File: config.mk
export PLATFORM = sky130hd
export DESIGN_NAME = synth_cfg_reg
export DESIGN_NICKNAME = d
export VERILOG_FILES = /design/src/rtl/synth_cfg_pkg.sv /design/src/rtl/cfg_sync.sv /design/src/rtl/cfg_shift.sv /design/src/rtl/cfg_testsel.sv /design/src/rtl/synth_cfg_reg.sv
export SDC_FILE = /design/constraint.sdc
export NUM_CORES = 1
export LEC_CHECK = 0
export ABC_AREA = 0
export BUFFER_PORTS_ARGS = -buffer_cell sky130_fd_sc_hd__buf_4
export CELL_PAD_IN_SITES_DETAIL_PLACEMENT = 1
export CELL_PAD_IN_SITES_GLOBAL_PLACEMENT = 2
export CORE_MARGIN = 4
export CORE_UTILIZATION = 33
export CTS_CLUSTER_SIZE = 40
export DETAILED_ROUTE_END_ITERATION = 16
export GPL_TIMING_DRIVEN = 0
export PLACE_DENSITY_LB_ADDON = 0.1
export SLEW_MARGIN = 20
export SYNTH_ARGS = -nofsm -noshare
export SYNTH_HDL_FRONTEND = slang
export SYNTH_SLANG_ARGS = --single-unit
File: constraint.sdc
create_clock -name clk -period 2.35 [get_ports clk]
set_input_delay 0.3525 -clock clk [delete_from_list [all_inputs] [get_ports clk]]
set_output_delay 0.3525 -clock clk [all_outputs]
set_load 0.05 [all_outputs]
File: src/rtl/synth_cfg_pkg.sv
package synth_cfg_pkg;
  localparam int M_W = 9;
  localparam int N_W = 2;
  localparam int T_W = 2;
  // ignored slot sits between the N field and the test field
  localparam int NULL_POS = M_W + N_W;
  localparam int FRAME_W  = T_W + 1 + N_W + M_W;
  localparam int WORD_W   = FRAME_W - 1;

  typedef enum logic [1:0] {
    TSEL_LOW   = 2'b00,
    TSEL_SDATA = 2'b01,
    TSEL_FBDIV = 2'b10,
    TSEL_CMOS  = 2'b11
  } tsel_e;

  typedef struct packed {
    logic [T_W-1:0] t;
    logic [N_W-1:0] n;
    logic [M_W-1:0] m;
  } cfg_word_t;
endpackage

File: src/rtl/cfg_sync.sv
module cfg_sync #(
  parameter int          W       = 4,
  parameter int          STAGES  = 2,
  parameter logic [W-1:0] RST_VAL = '0
) (
  input  logic         clk,
  input  logic         rst,
  input  logic [W-1:0] d,
  output logic [W-1:0] q
);
  for (genvar b = 0; b < W; b++) begin : g_bit
    logic [STAGES-1:0] chain;
    always_ff @(posedge clk) begin
      if (rst) chain <= {STAGES{RST_VAL[b]}};
      else     chain <= {chain[STAGES-2:0], d[b]};
    end
    assign q[b] = chain[STAGES-1];
  end
endmodule

File: src/rtl/cfg_shift.sv
module cfg_shift #(
  parameter int W   = 14,
  parameter int GAP = 11
) (
  input  logic         clk,
  input  logic         rst,
  input  logic         en,
  input  logic         din,
  output logic [W-2:0] payload
);
  logic [W-1:0] sr;

  always_ff @(posedge clk) begin
    if (rst)     sr <= '0;
    else if (en) sr <= {sr[W-2:0], din};
  end

  // drop the ignored slot from the word handed upward
  assign payload = {sr[W-1:GAP+1], sr[GAP-1:0]};


  shift_hold_chk: assert property (@(posedge clk) disable iff (rst)
    !en |=> $stable(sr));

  shift_in_chk: assert property (@(posedge clk) disable iff (rst)
    en |=> (sr[0] == $past(din)));
endmodule

File: src/rtl/cfg_testsel.sv
module cfg_testsel
  import synth_cfg_pkg::*;
(
  input  logic           clk,
  input  logic           rst,
  input  logic           par_mode,
  input  logic [T_W-1:0] tsel,
  input  logic           src_sdata,
  input  logic           src_fb,
  input  logic           src_cmos,
  output logic           test_out
);
  logic pick;

  always_comb begin
    unique case (tsel_e'(tsel))
      TSEL_LOW:   pick = 1'b0;
      TSEL_SDATA: pick = src_sdata;
      TSEL_FBDIV: pick = src_fb;
      TSEL_CMOS:  pick = src_cmos;
      default:    pick = 1'b0;
    endcase
  end

  always_ff @(posedge clk) begin
    if (rst) test_out <= 1'b0;
    else     test_out <= par_mode ? 1'b0 : pick;
  end


  par_low_chk: assert property (@(posedge clk) disable iff (rst)
    par_mode |=> !test_out);

  sel_low_chk: assert property (@(posedge clk) disable iff (rst)
    (!par_mode && tsel == 2'b00) |=> !test_out);

  sel_cmos_chk: assert property (@(posedge clk) disable iff (rst)
    (!par_mode && tsel == 2'b11) |=> (test_out == $past(src_cmos)));
endmodule

File: src/rtl/synth_cfg_reg.sv
module synth_cfg_reg
  import synth_cfg_pkg::*;
#(
  parameter int SYNC_STAGES = 2,
  parameter int M_LO        = 8,
  parameter int M_HI        = 28
) (
  input  logic           clk,
  input  logic           rst,
  input  logic           par_load_n,
  input  logic [M_W-1:0] par_m,
  input  logic [N_W-1:0] par_n,
  input  logic           ser_clk,
  input  logic           ser_data,
  input  logic           ser_load,
  input  logic           fb_div_in,
  input  logic           cmos_clk_in,
  output logic [M_W-1:0] m_val,
  output logic [N_W-1:0] n_val,
  output logic [T_W-1:0] test_bits,
  output logic           test_out,
  output logic           m_range_err
);
  localparam logic [M_W-1:0] LO_V = M_LO[M_W-1:0];
  localparam logic [M_W-1:0] HI_V = M_HI[M_W-1:0];

  logic [3:0] pins_s;
  logic pl_s, sc_s, sd_s, sl_s, sc_d, sc_rise;
  logic [WORD_W-1:0] ser_word;
  cfg_word_t cur_q, nxt, par_word;

  cfg_sync #(.W(4), .STAGES(SYNC_STAGES), .RST_VAL(4'b0000)) u_sync (
    .clk(clk), .rst(rst),
    .d({par_load_n, ser_clk, ser_data, ser_load}),
    .q(pins_s)
  );
  assign {pl_s, sc_s, sd_s, sl_s} = pins_s;

  always_ff @(posedge clk) begin
    if (rst) sc_d <= 1'b0;
    else     sc_d <= sc_s;
  end
  assign sc_rise = sc_s & ~sc_d;

  cfg_shift #(.W(FRAME_W), .GAP(NULL_POS)) u_shift (
    .clk(clk), .rst(rst), .en(pl_s & sc_rise), .din(sd_s),
    .payload(ser_word)
  );

  assign par_word = '{t: '0, n: par_n, m: par_m};

  always_comb begin
    nxt = cur_q;
    if (!pl_s)     nxt = par_word;
    else if (sl_s) nxt = cfg_word_t'(ser_word);
  end

  function automatic logic out_of_range(input logic [M_W-1:0] mv);
    return (mv < LO_V) || (mv > HI_V);
  endfunction

  always_ff @(posedge clk) begin
    if (rst) begin
      cur_q       <= par_word;
      m_range_err <= out_of_range(par_m);
    end else begin
      cur_q       <= nxt;
      m_range_err <= out_of_range(nxt.m);
    end
  end

  assign m_val     = cur_q.m;
  assign n_val     = cur_q.n;
  assign test_bits = cur_q.t;

  cfg_testsel u_tsel (
    .clk(clk), .rst(rst), .par_mode(!pl_s), .tsel(cur_q.t),
    .src_sdata(sd_s), .src_fb(fb_div_in), .src_cmos(cmos_clk_in),
    .test_out(test_out)
  );


  par_follow_chk: assert property (@(posedge clk) disable iff (rst)
    !pl_s |=> (m_val == $past(par_m) && n_val == $past(par_n) && test_bits == '0));

  hold_chk: assert property (@(posedge clk) disable iff (rst)
    (pl_s && !sl_s) |=> $stable(cur_q));

  range_chk: assert property (@(posedge clk) disable iff (rst)
    m_range_err == ((m_val < LO_V) || (m_val > HI_V)));
endmodule

* After elaboration in Yosys (flattened, before gate mapping)
Index checks and enable logic that the tools add are counted.
** Operators by class
- Equality and inequality tests :: 4
- Mux-type cells :: 5
- Bitwise gates (word level) :: 4
- Reductions and logical operators :: 4
- Magnitude comparators :: 4
** Operators with widths (number)
- $mux 11 :: 3
- $gt 9x5->1 const B :: 2
- $lt 9x4->1 const B :: 2
- $eq 2x2->1 const B :: 2
- $pmux 1 s4 :: 1
- $ne 3x2->1 const B :: 1
- $and 1x1->1 :: 2
- $eq 2x1->1 const B :: 1
- $logic_not 2->1 :: 1
- $logic_or 1x1->1 :: 2
- $not 1->1 :: 2
- $reduce_or 2->1 :: 1
- $mux 1 :: 1
** Storage, ports and cells
- Input bits :: 19
- Flip-flop bits (word level) :: 38
- Output and inout port bits :: 15
- Word-level logic and storage cells :: 32

* Depth between registers and ports, before layout
Gate-level depths: netlist of run 1.
- Depth in word-level cells :: 5
- Gate-level depth with buffers :: 5
- Gate-level depth less buffers :: 3

* Modules after synthesis
Synthesis of run 1 repeated with hierarchy kept, for this count alone.
** Second synthesis, totals
- Cells, all modules :: 163
- Area total of the unflattened synthesis :: 1634.1 um^2
** Modules (own cells, without submodules)
- synth_cfg_reg :: instances 1, area an instance 738.2 um^2, cells each 81, sequential area each 320.3 um^2
- cfg_shift :: instances 1, area an instance 605.6 um^2, cells each 58, sequential area each 280.3 um^2
- cfg_sync :: instances 1, area an instance 240.2 um^2, cells each 20, sequential area each 160.2 um^2
- cfg_testsel :: instances 1, area an instance 50.0 um^2, cells each 4, sequential area each 20.0 um^2

* Least setup slack after synthesis of run 1
OpenSTA, ideal clock, no wires.
- Kind :: reg2reg
- Start :: reg cur_q, in the netlist m_val[8]
- End :: reg m_range_err
- Cell stages (with the launch flop) :: 4
- Required time :: 2.225 ns
- Setup slack :: 1.016 ns
- Setup time :: 0.125 ns
- Period minus slack after synthesis :: 1.334 ns
- Path buffers :: 0
- Arrival :: 1.209 ns
- Path through :: dfxtp_1 -> or4_1 -> o22ai_1 -> a31oi_1
** On the way
- Cells in the longest elaborated chain, start to end :: 5
- Elaborated cells between the ends (all ways) :: 6
- Those cells by class :: order compare: 2; mux: 3; reduce/logical: 1
** RTL lines
- start: declaration :: RTL line synth_cfg_reg.sv:30 : cfg_word_t cur_q, nxt, par_word;
- start signal: assignment :: RTL line synth_cfg_reg.sv:64 : cur_q <= par_word;
- start signal: assignment :: RTL line synth_cfg_reg.sv:67 : cur_q <= nxt;
- $mux 11 * :: RTL line synth_cfg_reg.sv:55 : else if (sl_s) nxt = cfg_word_t'(ser_word);
- $mux 11 * :: RTL line synth_cfg_reg.sv:54 : if (!pl_s) nxt = par_word;
- $lt 9x4->1 / $gt 9x5->1 (equally long branches) :: RTL line synth_cfg_reg.sv:59 : return (mv < LO_V) || (mv > HI_V);
- $logic_or 1x1->1 * :: RTL line synth_cfg_reg.sv:59
- $mux 1 * :: RTL line synth_cfg_reg.sv:63 : if (rst) begin
- end signal: assignment :: RTL line synth_cfg_reg.sv:65 : m_range_err <= out_of_range(par_m);
- end signal: assignment :: RTL line synth_cfg_reg.sv:68 : m_range_err <= out_of_range(nxt.m);
- end: declaration :: RTL line synth_cfg_reg.sv:22 : output logic m_range_err
Every way passes the cells marked *; elsewhere a longest branch is shown, timed or not. The select of a mux whose other input is x is not followed.
A chain may end at the register's enable or synchronous reset.

* Worst setup path after layout of run 1
- Start :: reg u_sync.g_bit[3].chain[1]
- End :: reg cur_q, in the netlist n_val[0] (data pin)
** On the way
- Cells in the longest elaborated chain, start to end :: 2
** RTL lines
- start: declaration :: RTL line cfg_sync.sv:12 : logic [STAGES-1:0] chain;
- start signal: assignment :: RTL line cfg_sync.sv:14 : if (rst) chain <= {STAGES{RST_VAL[b]}};
- start signal: assignment :: RTL line cfg_sync.sv:15 : else chain <= {chain[STAGES-2:0], d[b]};
- $mux 11 :: RTL line synth_cfg_reg.sv:54
- $mux 11 :: RTL line synth_cfg_reg.sv:63
No other way between the ends.

==> results.tsv, run 1 <==
metric	value	unit
fin_skew	0.005148	ns
die_w	74.15	um
endpoint_kind	register	
synth_ff_type	dfxtp_1	
dp_hpwl	2745	um
first_pass_iters	2	
p_seq_share	49.8	%
pin_count	34	
io_buffer_count	33	
finalSetupTns	0	ns
grt_max_degree	12	
p_sw	326.5	uW
ir_worst_vdd	0.4493	mV
antenna_found_initial	0	
dieArea	0.005497	mm2
synth-seq-area-share	54.07	%
routed_wl	3658	um
rows	23	
cts_buffer_depth	2	
rsz0062_at_grt	no	
min_from	rst	
ys_async_sr_fraction	0	%
vias_per_cell	4.928	
antenna_cells	0	
syn_avg_cell_area	9.081	um2
post-route-period-util	59.10	%
final_area	0.001861	mm2
clock_latency	0.29	ns
cts-root-buf	clkbuf_8	
tightest_slew	0.4618	ns
synthToLayoutAreaGrowth	28.86	%
cts_tree	yes	
synth_area_leaders	dfxtp_1 (50%), nand2_1 (11%), mux2i_1 (7.6%)	
drv_cap	0	
startpoint	u_sync.g_bit[3].chain[1]	
drtIter0Drc	74	
ant_nets	0	
cts_resized	0	
cts-buffers-inserted	5	
crit_type	register to register	
yosys.cell_types.count	27	
clkPwrFrac	39.3	%
synth_nets	178	
fin_cells	250	
wl_per_cell	14.63	um
p_leak	0.0007204	uW
fin_nets	218	
combPwrFrac	10.9	%
p_int	1047	uW
slew_violations	0	
dp.cells	242	
clk_pin_slew_worst_paths	0.07	ns
track_usage	14.90	%
grt_pass1_wl	6113	um
drive_gt1_share	23.00	%
startpoint_type	register	
fmax	720.0	MHz
fin_crit	1.389	ns
hold_ws	0.2577	ns
vias	1232	
drc	0	
arrival	1.40	ns
postSynthCellCount	159	
power.density	738.4	mW/mm2
core	0.004115	mm2
synth-seq-cells	38	
netlist_area	0.001444	mm2
synth_edf_count	2	
synth_top_area_share	49.91	%
synth_top_area_cell	dfxtp_1	
ys.warnings.count	0	
place_area	0.001754	mm2
cts_setup_buffers	0	
start_util	35.09	%
switching_share	23.76	%
r2r-start	u_sync.g_bit[3].chain[1]	
cp_max_fo	10	
h-tree-depth	2	
grt_pass1_vias	1329	
clkSinkCount	38	
relSlewSlack	69.21	%
die_height	74.15	um
finalSetupViolCount	0	
grt_overflow	0	
hp-class	input port to register	
status	completed	
crit_required	2.36	ns
ctsHoldBuffers	0	
place.gp.congestion	0.7038	
hold_viol_final	0	
-- worst paths after layout --
| path | cells past startpoint | to | slack [ns] |
|---|---|---|---|
| setup / recovery | 4 | n_val[0] | 0.96 |
| setup reg to reg | 4 | n_val[0] | 0.96 |
| hold reg to reg | 1 | u_sync.g_bit[3].chain[1] | 0.44 |
| hold / removal | 2 | u_sync.g_bit[1].chain[1] | 0.26 |
-- synth_stat cells (2+ instances only) --
cell type / count
edfxtp_1: 2
clkbuf_1: 5
o21ai_0: 11
nor2b_1: 9
a21oi_1: 16
nand2_1: 42
nand3b_1: 2
dfxtp_1: 36
mux2i_1: 11
nor2_1: 5
buf_2: 4
-- worst max-delay path, stage by stage, from the launching register on --
cell      delay, ns
dfxtp_1        0.32
nand2b_1       0.06
buf_2          0.20
clkbuf_1       0.34
o21ai_0        0.18
-- cell usage in the layout, fill, tap and decap left out, types with 2 or more instances in the layout --
cell | netlist | final
o21ai_0 | 11 | 11
mux2i_1 | 11 | 11
buf_2 | 4 | 4
dfxtp_1 | 36 | 36
buf_4 | 0 | 33
a21oi_1 | 16 | 16
nor2_1 | 5 | 5
nand3b_1 | 2 | 2
edfxtp_1 | 2 | 2
clkbuf_8 | 0 | 5
nor2b_1 | 9 | 9
nand2_1 | 42 | 42
clkbuf_1 | 5 | 7
-- power by group through the flow --
stage / Sequential (uW) / Combinational, uW / Clock, uW
floorplan: 744 / 42.2 / 0
global placement: 697 / 148 / 0
detailed placement: 699 / 151 / 0
CTS: 684 / 152 / 556
global route: 687 / 161 / 591
finish: 684 / 150 / 541
-- routing by layer --
layer	vias to the layer above	wire, um	GRT usage [%]
li1	622	-	-
met1	571	1660	17.70
met2	35	1722	25.30
met3	4	235	3.649
met4	0	39	6.841
met5	-	0	0
-- cells by family (layout without fill, tap and decap cells) --
family / Yosys count / in the layout / synth area share [%]
buf+inv: 10 / 51 / 3.466
mux: 12 / 12 / 8.406
flops: 38 / 38 / 54.07
simple gates: 66 / 66 / 21.32
compound gates: 33 / 33 / 12.74
-- per-stage QoR --
step / utilization [%] / worst slack [ns] / power, uW
final: 45.21 / 0.9611 / 1374
after global routing: 45.21 / 0.8585 / 1439
after CTS: 45.21 / 0.9554 / 1392
after detailed placement: 42.63 / 0.7671 / 850.2
after global placement: 42.63 / 0.8042 / 845.2
after floorplan: - / 1.016 / 785.9
-- cell type report --
type	count	area, um2
Fill cell	486	2255
Multi-Input combinational cell	111	613.1
Timing Repair Buffer	33	247.7
Tap cell	50	62.56
Clock inverter	1	30.03
Sequential cell	38	780.7
Clock buffer	7	76.32
Buffer	10	50.05
-- state kept, by name, indices dropped and copies added, names as in the netlist --
| signal | cells |
|---|---|
| u_shift.sr | 14 |
| sc_d | 1 |
| test_bits | 2 |
| u_sync.g_bit.chain | 8 |
| u_tsel.test_out | 1 |
| n_val | 2 |
| m_val | 9 |
| m_range_err | 1 |
Note: power is estimated with default switching activity, not from simulation.
==> inputs of run 2 (changes only) <==
- CORE_UTILIZATION: 33 -> 31
- clock period: 2.35 -> 1.4 ns (I/O delays scaled with it)
==> results.tsv, run 2 (same netlist as run 1, synthesis figures left out) <==
metric	value	unit
status	completed	
fin_nets	218	
cp_max_fo	10	
routed_wl	3534	um
multi_input_area	613.1	um2
fin_crit	1.300	ns
fill_cells	519	
core	0.004444	mm2
fmax	769.3	MHz
final_cell_mix	nand2_1 (42), dfxtp_1 (36), buf_4 (33)	
final_area	0.001849	mm2
grt_max_degree	12	
h-tree-depth	2	
clkSinkCount	38	
dp_hpwl	2728	um
met1_length	1586	um
rows	24	
largest_reg_flops	14	
pin_count	34	
place_area	0.001757	mm2
antenna_cells	0	
wl_met3	173	um
ant_nets	0	
post-route-period-util	92.85	%
io_buffer_count	33	
final_util	41.61	%
final_common_cell	nand2_1	
drc	0	
synthToLayoutAreaGrowth	28.08	%
grt_overflow	0	
grt_pass1_wl	6161	um
clk_pin_slew_worst_paths	0.07	ns
drv_cap	0	
fin_skew	0.006149	ns
startpoint_type	register	
cts-root-buf	clkbuf_8	
drive_gt1_share	24.00	%
vias_per_cell	4.952	
dieArea	0.005813	mm2
tightest_slew	0.4704	ns
track_usage	13.01	%
power.density	1166	mW/mm2
clock_latency	0.28	ns
wl_per_cell	14.02	um
cts_buffer_depth	2	
wl_met2	1711	um
relSlewSlack	68.64	%
p_total	2156	uW
slew_violations	0	
cts_tree	yes	
ctsHoldBuffers	0	
crit_type	register to register	
drtIter0Drc	47	
dp_slack	-0.02318	ns
cts-buffers-inserted	5	
top_layer	met4	
finalSetupTns	0	ns
start_util	32.49	%
crit_required	1.57	ns
arrival	1.47	ns
die_height	76.25	um
ir_worst_vdd	0.4449	mV
die_w	76.25	um
first_pass_iters	4	
vias	1248	
hp-class	input port to register	
worstHoldPathCells	2	
timing.final.ws_setup	0.1001	ns
largest_register	u_shift.sr	
p_leak	0.0007188	uW
r2r_cells	4	
hold_viol_final	0	
antenna_found_initial	0	
place.gp.congestion	0.8042	
regArea	780.7	um2
finalSetupViolCount	0	
grt_pass1_vias	1344	
endpoint_kind	register	
rsz0062_at_grt	no	
## run 2: path summary, 6_finish.rpt
kind | from | to | slack (ns)
hold reg to reg | u_sync.g_bit[1].chain[0] | u_sync.g_bit[1].chain[1] | 0.44
setup reg to reg | u_sync.g_bit[0].chain[1] | m_range_err | 0.10
hold / removal | rst | u_sync.g_bit[3].chain[1] | 0.12
setup / recovery | u_sync.g_bit[0].chain[1] | m_range_err | 0.10
## run 2: worst max-delay path, cell delays in order (launching register included)
cell,delay (ns)
dfxtp_1,0.31
buf_6,0.14
or4_1,0.51
o22ai_1,0.13
a31oi_1,0.09
## run 2: final cells by class
| cell class | count | area share (%) |
|---|---|---|
| flip-flops and latches | 38 | 42.22 |
| multi-input cells | 111 | 33.15 |
| repair buffers | 33 | 13.40 |
| clock buffers | 7 | 4.668 |
| well taps | 52 | 3.518 |
| plain buffers | 10 | 2.774 |
| clock inverters | 1 | 0.2706 |
## run 2: power by group
part           internal [uW]  switching (uW)
Sequential              1130            22.0
Clock                    397             362
Combinational            100             150
## run 2: what timing repair did
action | 4_1_cts | 5_1_grt
setup endpoints to repair | 0 | 5
gates resized for setup | 0 | 2
endpoints found under the hold margin | 0 | 0
setup buffers | 0 | 0
## run 2: metal layers
metal	GRT usage (%)	vias up
met5	0	-
met2	21.70	28
li1	-	620
met3	3.901	7
met1	15.21	593
met4	6.159	0
## run 2: metrics by stage
stage,hold WS (ns),std cells
after floorplan,0.2816,159
after global placement,0.4162,244
after detailed placement,0.4186,244
after CTS,0.1126,252
after global routing,0.1159,252
final,0.1221,252
